`config.mk`:
```
export PLATFORM = sky130hd
export DESIGN_NAME = flash_row_prog
export DESIGN_NICKNAME = d
export VERILOG_FILES = /design/src/rtl/frp_pkg.sv /design/src/rtl/frp_verify.sv /design/src/rtl/frp_budget.sv /design/src/rtl/frp_walker.sv /design/src/rtl/flash_row_prog.sv
export SDC_FILE = /design/constraint.sdc
export NUM_CORES = 1
export LEC_CHECK = 0
export BUFFER_PORTS_ARGS = -buffer_cell sky130_fd_sc_hd__buf_4
export CORE_AREA = 2 2 128 118
export CTS_CLUSTER_SIZE = 24
export DETAILED_ROUTE_END_ITERATION = 6
export DIE_AREA = 0 0 130 120
export PLACE_DENSITY = 0.61
export SLEW_MARGIN = 20
export SYNTH_ARGS = -nofsm -noshare
export SYNTH_HDL_FRONTEND = slang
export SYNTH_HIERARCHICAL = 1
export SYNTH_SLANG_ARGS = --single-unit
```
`constraint.sdc`:
```
create_clock -name clk -period 3.31 [get_ports clk]
set_clock_uncertainty 0.15 [all_clocks]
set_input_delay 0.1655 -clock clk [delete_from_list [all_inputs] [get_ports clk]]
set_output_delay 0.1655 -clock clk [all_outputs]
set_load 0.01 [all_outputs]
```
`src/rtl/frp_pkg.sv`:
```
package frp_pkg;
  typedef enum logic [2:0] {
    ST_IDLE,
    ST_RD_REQ,
    ST_RD_WAIT,
    ST_PULSE,
    ST_STEP
  } frp_state_e;
endpackage

```
`src/rtl/frp_verify.sv`:
```
// Verify compare: a word needs a pulse only where a bit reads 1 but should be 0.
module frp_verify #(
  parameter int DATA_W = 16
) (
  input  logic [DATA_W-1:0] read_word,
  input  logic [DATA_W-1:0] target,
  output logic              needs_pulse
);
  logic [DATA_W-1:0] stuck_high;

  for (genvar b = 0; b < DATA_W; b++) begin : g_bit
    assign stuck_high[b] = read_word[b] & ~target[b];
  end

  assign needs_pulse = |stuck_high;
endmodule

```
`src/rtl/frp_budget.sv`:
```
// Per-row pulse counter; reports when the budget is used up.
module frp_budget #(
  parameter int CNT_W = 8
) (
  input  logic             clk,
  input  logic             rst_n,
  input  logic             clear,
  input  logic             bump,
  input  logic [CNT_W-1:0] limit,
  output logic             spent
);
  logic [CNT_W-1:0] used;

  always_ff @(posedge clk or negedge rst_n) begin
    if (!rst_n)     used <= '0;
    else if (clear) used <= '0;
    else if (bump)  used <= used + 1'b1;
  end

  assign spent = (used == limit);
endmodule

```
`src/rtl/frp_walker.sv`:
```
// Address walker: current word, first word of the row pass, row and range edges.
module frp_walker #(
  parameter int ADDR_W    = 12,
  parameter int ROW_WORDS = 32
) (
  input  logic              clk,
  input  logic              rst_n,
  input  logic              load,
  input  logic [ADDR_W-1:0] first_in,
  input  logic [ADDR_W-1:0] last_in,
  input  logic              next_word,
  input  logic              rewind,
  input  logic              next_row,
  output logic [ADDR_W-1:0] cur,
  output logic [ADDR_W-1:0] row_first,
  output logic              pass_end,
  output logic              range_end
);
  localparam int ROW_BITS = $clog2(ROW_WORDS);

  logic [ADDR_W-1:0] last_q;
  logic              row_edge;

  always_ff @(posedge clk or negedge rst_n) begin
    if (!rst_n) begin
      cur       <= '0;
      row_first <= '0;
      last_q    <= '0;
    end else if (load) begin
      cur       <= first_in;
      row_first <= first_in;
      last_q    <= last_in;
    end else if (next_row) begin
      cur       <= cur + 1'b1;
      row_first <= cur + 1'b1;
    end else if (rewind) begin
      cur       <= row_first;
    end else if (next_word) begin
      cur       <= cur + 1'b1;
    end
  end

  if (ROW_BITS == 0) begin : g_row1
    assign row_edge = 1'b1;
  end else begin : g_rowN
    assign row_edge = &cur[ROW_BITS-1:0];
  end

  assign range_end = (cur == last_q);
  assign pass_end  = range_end | row_edge;
endmodule

```
`src/rtl/flash_row_prog.sv`:
```
module flash_row_prog #(
  parameter int ADDR_W    = 12,
  parameter int DATA_W    = 16,
  parameter int CNT_W     = 8,
  parameter int ROW_WORDS = 32
) (
  input  logic              clk,
  input  logic              rst_n,
  input  logic              start,
  input  logic [ADDR_W-1:0] start_addr,
  input  logic [ADDR_W-1:0] end_addr,
  input  logic              clear_mode,
  input  logic [CNT_W-1:0]  max_pulses,
  input  logic [DATA_W-1:0] src_data,
  output logic [ADDR_W-1:0] op_addr,
  output logic [DATA_W-1:0] pgm_data,
  output logic              rd_valid,
  input  logic              rd_ready,
  input  logic              rd_rsp_valid,
  input  logic [DATA_W-1:0] rd_rsp_data,
  output logic              pgm_valid,
  input  logic              pgm_ready,
  output logic              busy,
  output logic              done,
  output logic              fail,
  output logic [ADDR_W-1:0] fail_addr
);
  import frp_pkg::*;

  frp_state_e        st;
  logic              clr_q;
  logic [CNT_W-1:0]  limit_q;
  logic              row_ok;
  logic              done_q, fail_q;
  logic [ADDR_W-1:0] fail_addr_q;

  logic [ADDR_W-1:0] cur, row_first;
  logic              pass_end, range_end;
  logic              needs_pulse, spent;
  logic [DATA_W-1:0] target;

  logic load, next_word, rewind, next_row, budget_clr, budget_bump;

  assign target      = clr_q ? '0 : src_data;
  assign load        = (st == ST_IDLE) && start && (start_addr <= end_addr);
  assign next_word   = (st == ST_STEP) && !pass_end;
  assign rewind      = (st == ST_STEP) && pass_end && !row_ok;
  assign next_row    = (st == ST_STEP) && pass_end && row_ok && !range_end;
  assign budget_clr  = load || next_row;
  assign budget_bump = (st == ST_PULSE) && pgm_ready;

  frp_walker #(.ADDR_W(ADDR_W), .ROW_WORDS(ROW_WORDS)) u_walk (
    .clk       (clk),
    .rst_n     (rst_n),
    .load      (load),
    .first_in  (start_addr),
    .last_in   (end_addr),
    .next_word (next_word),
    .rewind    (rewind),
    .next_row  (next_row),
    .cur       (cur),
    .row_first (row_first),
    .pass_end  (pass_end),
    .range_end (range_end)
  );

  frp_budget #(.CNT_W(CNT_W)) u_budget (
    .clk   (clk),
    .rst_n (rst_n),
    .clear (budget_clr),
    .bump  (budget_bump),
    .limit (limit_q),
    .spent (spent)
  );

  frp_verify #(.DATA_W(DATA_W)) u_verify (
    .read_word   (rd_rsp_data),
    .target      (target),
    .needs_pulse (needs_pulse)
  );

  always_ff @(posedge clk or negedge rst_n) begin
    if (!rst_n) begin
      st          <= ST_IDLE;
      clr_q       <= 1'b0;
      limit_q     <= '0;
      row_ok      <= 1'b1;
      done_q      <= 1'b0;
      fail_q      <= 1'b0;
      fail_addr_q <= '0;
    end else begin
      done_q <= 1'b0;
      fail_q <= 1'b0;
      unique case (st)
        ST_IDLE: begin
          if (start) begin
            if (start_addr > end_addr) begin
              done_q <= 1'b1;
            end else begin
              clr_q   <= clear_mode;
              limit_q <= max_pulses;
              row_ok  <= 1'b1;
              st      <= ST_RD_REQ;
            end
          end
        end
        ST_RD_REQ: begin
          if (rd_ready) st <= ST_RD_WAIT;
        end
        ST_RD_WAIT: begin
          if (rd_rsp_valid) begin
            if (!needs_pulse) begin
              st <= ST_STEP;
            end else if (spent) begin
              fail_q      <= 1'b1;
              fail_addr_q <= row_first;
              st          <= ST_IDLE;
            end else begin
              st <= ST_PULSE;
            end
          end
        end
        ST_PULSE: begin
          if (pgm_ready) begin
            row_ok <= 1'b0;
            st     <= ST_STEP;
          end
        end
        ST_STEP: begin
          if (!pass_end) begin
            st <= ST_RD_REQ;
          end else if (!row_ok) begin
            row_ok <= 1'b1;
            st     <= ST_RD_REQ;
          end else if (range_end) begin
            done_q <= 1'b1;
            st     <= ST_IDLE;
          end else begin
            row_ok <= 1'b1;
            st     <= ST_RD_REQ;
          end
        end
        default: st <= ST_IDLE;
      endcase
    end
  end

  assign op_addr   = cur;
  assign pgm_data  = target;
  assign rd_valid  = (st == ST_RD_REQ);
  assign pgm_valid = (st == ST_PULSE);
  assign busy      = (st != ST_IDLE);
  assign done      = done_q;
  assign fail      = fail_q;
  assign fail_addr = fail_addr_q;
endmodule

```
### Word level (Yosys, flattened, before mapping)

Cells that the tools add are included.

* add/sub/neg operators: 2
* $lt $le $gt $ge: 2
* eq/ne operators: 12
* multiplexer cells: 35
* bitwise logic cells: 34
* reduce and logical (&&, ||, !) cells: 24

Operators with widths (count)
* 2-to-1 mux 12 bit: 6
* 2-to-1 mux 3 bit: 6
* NOT 1 bit: 17
* bitwise AND 1 bit: 16
* 2-to-1 mux 1 bit: 16
* 2-to-1 mux 16 bit: 1
* 2-to-1 mux 8 bit: 2
* OR reduction 16 bit: 1
* one-hot mux 3 bit (5 select lines): 1
* AND reduction 5 bit: 3
* adder 12 x 1 -> 12 bit (second input constant): 1
* equality test 12 bit: 1
* greater-than comparator 12 bit: 1
* less-or-equal comparator 12 bit: 1
* adder 8 x 1 -> 8 bit (second input constant): 1
* equality test 8 bit: 1
* logical AND 1 bit: 8
* inequality test 2 bit (second input constant): 4
* equality test 3 x 2 -> 1 bit (second input constant): 2
* nonzero test 3 bit: 2
* inequality test 2 x 1 -> 1 bit (second input constant): 2
* AND reduction 4 bit: 1
* nonzero test 2 bit: 2
* nonzero test 4 bit: 1
* other kinds (10): 12

* register bits after elaboration: 71

### Logic depth before layout (Yosys ltp)

Gate-level depths: netlist of run 1.

* word-level depth: 8
* mapped depth: 15

### Cells and area by module

Netlist of run 1, hierarchy kept.

Modules (own cells, without submodules)
* frp_walker: instances 1, cells each 202, area an instance 2072.0 um^2, seq. area each 900.9 um^2
* flash_row_prog: instances 1, cells each 165, area an instance 1752.9 um^2, seq. area each 676.9 um^2
* frp_budget: instances 1, cells each 49, area an instance 476.7 um^2, seq. area each 200.2 um^2
* frp_verify: instances 1, cells each 21, area an instance 178.9 um^2, seq. area each 0.0 um^2

### Worst setup path after synthesis of run 1

OpenSTA, ideal clock, no wires.

* path kind: register to register
* start point: reg u_walk.cur[0]
* end point: reg u_walk.cur[0]
* setup time: 0.123 ns
* arrival: 2.811 ns
* data required time: 3.037 ns
* setup slack: 0.227 ns
* cell stages (with the launch flop): 14
* cell sequence: dfrtp_1 buf_4 xnor2_1 nand4_1 nor3_1 or2_2 nand2_1 nor4b_1 buf_2 nor2b_1 buf_2 a21oi_1 a21oi_1 o221a_2

* cells in the longest elaborated chain, start to end: 7
* elaborated cells between the ends (all ways): 16
* those cells by class: add/sub: 1; eq/ne: 1; mux: 4; bitwise: 1; reduce/logical: 9

Ends and longest elaborated chain
* start: declaration: RTL line frp_walker.sv:14 `output logic [ADDR_W-1:0] cur,`
* start signal: assignment: RTL line frp_walker.sv:30 `cur <= first_in;`
* start signal: assignment: RTL line frp_walker.sv:34 `cur <= cur + 1'b1;`
* start signal: assignment: RTL line frp_walker.sv:37 `cur <= row_first;`
* equality test 12 bit (*): RTL line frp_walker.sv:49 `assign range_end = (cur == last_q);`
* net range_end: RTL line flash_row_prog.sv:38 `logic pass_end, range_end;`
* OR 1 bit (*): RTL line frp_walker.sv:50 `assign pass_end = range_end | row_edge;`
* net pass_end: RTL line flash_row_prog.sv:38
* logical AND 1 bit (*) (3 in series): RTL line flash_row_prog.sv:48 `assign next_row = (st == ST_STEP) && pass_end && row_ok && !range_end;`
* net next_row: RTL line flash_row_prog.sv:42 `logic load, next_word, rewind, next_row, budget_clr, budget_bump;`
* 2-to-1 mux 12 bit: RTL line frp_walker.sv:33 `end else if (next_row) begin`
* 2-to-1 mux 12 bit: RTL line frp_walker.sv:29 `end else if (load) begin`

Mark *: on every way through the listed nets, which the timed path passes. The rest lies on a longest branch. The select of a mux whose other input is x is not followed.
A chain may end at the register's enable or synchronous reset.

### Final worst setup path of run 1

* start point: reg u_walk.cur[0]
* end point: reg u_walk.cur[9]

* cells in the longest elaborated chain, start to end: 7
* elaborated cells between the ends (all ways): 16
* those cells by class: add/sub: 1; eq/ne: 1; mux: 4; bitwise: 1; reduce/logical: 9

Ends and longest elaborated chain (RTL line)
* equality test 12 bit / AND reduction 5 bit (equally long branches): frp_walker.sv:49, frp_walker.sv:46
* OR 1 bit (*): frp_walker.sv:50
* net pass_end: flash_row_prog.sv:38
* logical AND 1 bit (*) (3 in series): flash_row_prog.sv:48
* net next_row: flash_row_prog.sv:42
* 2-to-1 mux 12 bit: frp_walker.sv:33
* 2-to-1 mux 12 bit: frp_walker.sv:29

Marks and branches as above.

==> results of run 1 <==
==> synth_stat cells, types with 4 or more instances <==
cell type | count | share of area
a211oi_1 | 4 | 0.0067
nor3b_1 | 4 | 0.0067
a21oi_1 | 15 | 0.017
a2111oi_2 | 4 | 0.013
dfrtp_1 | 70 | 0.39
nor3_2 | 4 | 0.0089
o21ai_0 | 18 | 0.020
nor2b_1 | 32 | 0.045
buf_2 | 12 | 0.013
mux2_1 | 9 | 0.023
nor2b_4 | 4 | 0.012
nor2_1 | 25 | 0.021
nand3_1 | 6 | 0.0067
mux2_4 | 9 | 0.030
xor2_1 | 6 | 0.012
nand2_1 | 23 | 0.019
ha_1 | 15 | 0.042
inv_1 | 22 | 0.018
xnor2_1 | 24 | 0.047
a31oi_1 | 7 | 0.0098
nand2b_1 | 8 | 0.011
buf_6 | 4 | 0.010
nand4_1 | 14 | 0.020
and2_1 | 5 | 0.0070
nor3_1 | 6 | 0.0067
mux2i_1 | 6 | 0.013
mux2_2 | 16 | 0.040
==> cell type report <==
type,instances,area [um2]
clock inverters,1,5.00
flip-flops and latches,71,1780
fillers,1410,8230
well taps,198,248
clock buffers,12,267
repair buffers,155,1240
multi-input cells,320,2490
inverters,22,82.6
==> how the worst max path moves through the flow <==
| stage | from | endpoint | slack, ns | cells past startpoint |
|---|---|---|---|---|
| final | u_walk/cur[0]$_DFFE_PN0P_ | u_walk/cur[9]$_DFFE_PN0P_ | 0.27 | 11 |
| after global routing | u_walk/cur[0]$_DFFE_PN0P_ | u_walk/cur[9]$_DFFE_PN0P_ | 0.04 | 11 |
| after CTS | u_walk/cur[0]$_DFFE_PN0P_ | u_walk/cur[2]$_DFFE_PN0P_ | 0.15 | 11 |
| after detailed placement | u_walk/cur[0]$_DFFE_PN0P_ | u_walk/cur[2]$_DFFE_PN0P_ | 0.18 | 11 |
| after global placement | u_walk/cur[0]$_DFFE_PN0P_ | u_walk/cur[2]$_DFFE_PN0P_ | 0.33 | 11 |
| after floorplan | u_walk/cur[0]$_DFFE_PN0P_ | u_walk/cur[0]$_DFFE_PN0P_ | 0.23 | 13 |
==> worst max-delay path, stage by stage, from the launching register on <==
cell and delay, ns:
dfrtp_1 0.52, ha_1 0.24, and3_2 0.23, ha_1 0.17
or2_2 0.15, nand2_1 0.10, nor4b_4 0.38, buf_12 0.20
nor4_4 0.07, nor2_1 0.28, nand2_1 0.17, o311ai_1 0.29
==> logic make-up (layout without fill, tap and decap cells) <==
logic type                 Yosys count  after routing  synth area share
buffers and inverters               46            190            0.0517
adders and majority gates           15             15            0.0419
DFF                                 71             71             0.397
xor gates and xnor gates            30             30            0.0586
AOI/OAI and AO/OA                   80             80             0.130
and+or+nand+nor                    155            155             0.214
muxes                               40             40             0.106
==> state kept, by name, indices dropped and copies added (netlist names) <==
signal,count
u_walk/row_first,12
st,3
clr_q,1
done,1
row_ok,1
fail_addr,12
limit_q,8
u_walk/cur,12
u_walk/last_q,12
u_budget/used,8
fail,1
==> power by group through the flow <==
stage               Sequential (W)  Clock (W)  Combinational, W
finish                     0.00165   0.000895           0.00193
global route               0.00171   0.000954           0.00211
CTS                        0.00165   0.000915           0.00194
detailed placement         0.00166          0           0.00190
global placement           0.00165          0           0.00188
floorplan                  0.00151          0           0.00135
==> cells in the final DEF, fill, tap and decap left out, types with 2 or more instances in the layout <==
cell,count
and2_1,5
buf_4,127
nor3_2,4
mux2_4,9
nand2_1,23
nand2b_1,7
mux2_2,16
mux2i_1,6
xnor2_1,24
a211oi_1,4
nand4_1,14
dlygate4sd3_1,27
a21oi_1,15
nand3b_1,3
nor2b_1,32
a222oi_1,3
nor2_2,2
inv_1,22
nor2b_4,4
xor2_1,6
nor3b_1,4
mux2_1,9
nand3_1,6
a2111oi_2,4
o31ai_1,3
or3_1,3
o21ai_1,2
nor2_1,25
o21ai_0,18
a211o_1,2
a31oi_1,7
ha_1,15
a22o_1,3
a22oi_1,3
nor3_1,6
clkbuf_16,9
a21o_1,2
dfrtp_1,70
clkbuf_8,3
==> per-layer routing <==
metal | global-route usage | up-vias
li1 | - | 1843
met1 | 0.241 | 1809
met2 | 0.245 | 98
met3 | 0.0325 | 7
met4 | 0.0410 | 0
met5 | 0 | -
==> through the flow <==
step	setup slack, ns	hold slack (ns)	utilization
finish	0.268	0.00473	0.426
detailed placement	0.179	0.219	0.387
global route	0.0386	0.0183	0.426
floorplan	0.227	-0.280	-
global placement	0.325	0.210	0.387
CTS	0.155	0.00416	0.425
==> timing repair <==
action | in CTS | in global routing
resized for setup | 0 | 2
hold endpoints to repair | 97 | 0
buffers inserted | 0 | 0
hold buffers | 27 | 0
setup endpoints to repair | 0 | 5
==> impl_metrics.toml, run 1 <==
[setup_path]
rr_startpoint = "u_walk/cur[0]$_DFFE_PN0P_"
r2r-end = "u_walk/cur[9]$_DFFE_PN0P_"
critical_path_class = "reg -> reg"
crit_path_end_kind = "flip-flop"
worstPathMaxFanout = 20
r2r_cells = 11
crit_required_ns = 3.38
setup.worst_path.start_class = "flip-flop"
cp.arrival_ns = 3.12
worst-r2r-setup-slack_ns = 0.27

[drt]
ant_nets = 0
first_pass_iters = 7
met1_length_um = 5860
drt-initial-drc-count = 233
vias = 3757
drc_errors = 1
wirelength_um = 12300
wire_per_inst_um = 15.7
routed_via_density = 4.82
highest_layer = "met4"
route.met2.wl_um = 5680
wl_met3_um = 622

[power_and_ir_drop]
peakVddDrop_mv = 0.259
clkPwrFrac = 0.200
p_sw_frac = 0.369
total_power_w = 0.00447
combPwrFrac = 0.431
p_switching_w = 0.00165
internal_power_w = 0.00282
seqPwrFrac = 0.368
p_per_area_mw_per_mm2 = 731
power_leakage_nw = 2.79

[outcome]
status = "finished, violations left"
violations = "design-rule violations"

[yosys]
synth_edf_count = 0
avgSynthCellArea_um2 = 10.3
synth_seq_cells = 71
postSynth.topFlopCell = "dfrtp_1"
netlist_area_mm2 = 0.00448
synth_seq_area_share = 0.397
synth_nets = 523
ys_warn_count = 6
async_flop_share = 1.00
yosysUniqueCellTypes = 71
synthCells = 437

[global_route]
antenna_found_initial = 0
track_usage = 0.164
gr-total-overflow = 0
grt_pass1_vias = 3738
grt_max_degree = 72
grt_pass1_wl_um = 20000

[hold_path]
holdPathEnd = "u_walk/row_first[1]$_DFFE_PN0P_"
min_path_type = "in -> reg"
min_path_cells = 3
min_from = "start_addr[1]"

[cells_and_area]
drive_above_1_share = 0.349
final_cell_area_mm2 = 0.00611
fin_nets = 665
num_antenna_cells = 0
syn2layout_area_growth_pct = 36.4
fin_cells = 779

[sta]
post-route-period-util = 0.919
finalCriticalPeriod_ns = 3.04
slew_violations = 0
slew_headroom = 0.385
rsz0062_at_grt = "no"
hold_viol = 0
fmax_mhz = 329
setup_tns_ns = 0
tightest_slew_ns = 0.923
finalSetupViolations = 0

[die]
core.rowCount = 42
floorplan.die_area_mm2 = 0.0156
io_pins = 116
die_y_um = 120
core_area_mm2 = 0.0143
initial_core_util = 0.312
die_w_um = 130

[place]
gp_congestion = 0.902
post-dp-hpwl_um = 9600
port_buffers = 115
dpl_cell_area_mm2 = 0.00556
dp_cells = 739

[cts]
cts_made_buffers = 9
cts.sink_count = 71
tritoncts = "yes"
path_clk_slew_ns = 0.06
ctsHtreeMaxLevel = 3
clk_latency_ns = 0.33
cts_max_path_buffers = 2
cts_root_buffer = "clkbuf_16"

[job]
cap_violations = 0
Note: power is estimated with default switching activity, not from simulation.
==> inputs of run 2 (changes only) <==
ABC_AREA = 1   (was default)
CORE_AREA = 2 2 130 119   (was 2 2 128 118)
DIE_AREA = 0 0 132 121   (was 0 0 130 120)
==> impl_metrics.toml, run 2 <==
[place]
gp_congestion = 0.834
port_buffers = 115
post-dp-hpwl_um = 9390
place_ws_ns = 0.385
dp_cells = 957

[drt]
wire_per_inst_um = 12.4
first_pass_iters = 5
wirelength_um = 12400
drt-initial-drc-count = 223
drc_errors = 0
vias = 4368
routed_via_density = 4.37
ant_nets = 0

[sta]
fmax_mhz = 337
setup_slack_ns = 0.345
slew_violations = 0
setup_tns_ns = 0
rsz0062_at_grt = "no"
hold_viol = 0
tightest_slew_ns = 0.887
post-route-period-util = 0.896
finalSetupViolations = 0
slew_headroom = 0.409
finalCriticalPeriod_ns = 2.96

[yosys]
synth_common_cells = "nand2_1 (222), inv_1 (106), dfrtp_1 (70)"
yosysMostFrequentCell = "nand2_1"
avgSynthCellArea_um2 = 7.00
synth_edf_count = 0
ys_warn_count = 6
synth_area_leader_cell = "dfrtp_1"
synth_seq_area_share = 0.387
synthCells = 656
postSynth.topFlopCell = "dfrtp_1"
synth_seq_cells = 71
ys_top_cells_by_area = "dfrtp_1 (38%), nand2_1 (18%), inv_1 (8.7%)"
synth_top_area_frac = 0.382
netlist_area_mm2 = 0.00459
yosysUniqueCellTypes = 40
async_flop_share = 1.00
synth_nets = 742

[setup_path]
setup.worst_path.start_class = "flip-flop"
crit_buf_inv = 1
cpMostUsedCell = "nand2_1"
critical_path_class = "reg -> reg"
crit_chain = "ha_1 -> nand2_1 -> nor2_1 -> ha_1 -> o21bai_1 -> nand2_1 -> nor3_1 -> inv_1 -> nand2_1 -> o21ai_0 -> o211ai_1 -> a31oi_1"
max_stage_delay_ns = 0.54
cp.arrival_ns = 3.01
crit_path_end_kind = "flip-flop"
worstPathMaxFanout = 23
critPathSlowestCell = "nand2_1"
crit_required_ns = 3.36
path_delay_family = "simple AND/OR/NAND/NOR gates"

[global_route]
gr-total-overflow = 0
grt_pass1_wl_um = 20500
antenna_found_initial = 0
grt.busiest_layer = "met2"
grt_max_degree = 72
track_usage = 0.160
use_met1 = 0.229
grt_pass1_vias = 4144
use_met2 = 0.240
grt.met3_usage = 0.0338

[cts]
ctsHtreeMaxLevel = 3
postCtsSetupBuffers = 0
clk_latency_ns = 0.33
cts_root_buffer = "clkbuf_16"
tritoncts = "yes"
cts_max_path_buffers = 2
cts.sink_count = 71
cts_made_buffers = 9
path_clk_slew_ns = 0.06

[cells_and_area]
fin_nets = 882
n_fill_cell = 1525
syn2layout_area_growth_pct = 34.8
mostFrequentLayoutCell = "nand2_1"
fin_cells = 999
final_core_util = 0.425
num_antenna_cells = 0
final_cell_mix = "nand2_1 (222), buf_4 (119), inv_1 (106)"
drive_above_1_share = 0.211

[die]
floorplan.die_area_mm2 = 0.0160
die_y_um = 121
initial_core_util = 0.315
core.rowCount = 42
die_w_um = 132
io_pins = 116
core_area_mm2 = 0.0146

[power_and_ir_drop]
total_power_w = 0.00464
power_leakage_nw = 3.49
p_per_area_mw_per_mm2 = 750
peakVddDrop_mv = 0.327

[job]
cap_violations = 0

[outcome]
status = "completed"

[hold_path]
min_path_type = "in -> reg"
[run 2: kinds of logic (layout without fill, tap and decap cells)]
kind of cell / Yosys count / after routing / synth area share
xor+xnor: 20 / 20 / 0.0382
fa+ha+maj: 15 / 15 / 0.0409
flops: 71 / 71 / 0.387
compound gates: 63 / 63 / 0.0796
buf+inv: 128 / 273 / 0.112
simple gates: 359 / 359 / 0.342
[run 2: power breakdown]
| group | internal (W) | leakage [nW] | switching [W] |
|---|---|---|---|
| Sequential | 0.00121 | 0.892 | 0.000397 |
| Combinational | 0.000903 | 2.46 | 0.00118 |
| Clock | 0.000580 | 0.142 | 0.000368 |
| Total | 0.00270 | 3.49 | 0.00195 |
[run 2: metrics by stage]
stage | instance area [um2] | hold slack, ns
final | 6190 | 0.0291
after detailed placement | 5640 | 0.203
after floorplan | 4590 | -0.280
after CTS | 6190 | 0.0153
after global routing | 6190 | 0.0310
after global placement | 5640 | 0.203
[run 2: worst register-to-register path, delay by kind of cell (launching register included)]
| family | cells | cell delay [ns] |
|---|---|---|
| and+or+nand+nor | 5 | 1.06 |
| AOI/OAI and AO/OA | 4 | 0.61 |
| DFF | 1 | 0.51 |
| adders and majority gates | 2 | 0.40 |
| buffers and inverters | 1 | 0.09 |
[run 2: path summary, 6_finish.rpt]
kind | from | end | slack [ns] | cells after the start
min in group asynchronous | rst_n | fail$_DFF_PN0_ | 0.35 | 2
hold / removal | start_addr[8] | u_walk/row_first[8]$_DFFE_PN0P_ | 0.03 | 5
max in group asynchronous | rst_n | limit_q[1]$_DFFE_PN0P_ | 2.08 | 2
setup reg to reg | u_walk/cur[0]$_DFFE_PN0P_ | u_walk/cur[2]$_DFFE_PN0P_ | 0.35 | 12
hold reg to reg | fail_addr[5]$_DFFE_PN0P_ | fail_addr[5]$_DFFE_PN0P_ | 0.33 | 2
setup / recovery | u_walk/cur[0]$_DFFE_PN0P_ | u_walk/cur[2]$_DFFE_PN0P_ | 0.35 | 12
[run 2: timing repair]
item                                   CTS  global route
resized for setup                        0             0
hold buffers                            26             0
endpoints found under the hold margin   95             0
[run 2: cell type report]
cell class / count / area, um2 / area share
Clock buffer: 10 / 229 / 0.0370
Sequential cell: 71 / 1780 / 0.287
Tap cell: 198 / 248 / 0.0400
Inverter: 112 / 420 / 0.0679
Multi-Input combinational cell: 457 / 2300 / 0.372
Clock inverter: 6 / 61.3 / 0.00990
Timing Repair Buffer: 145 / 1150 / 0.186
[run 2: routing by layer]
metal	up-vias	part of all wire
met5	-	0
met4	0	0.013
met3	10	0.041
met2	116	0.44
met1	1943	0.51
li1	2299	-
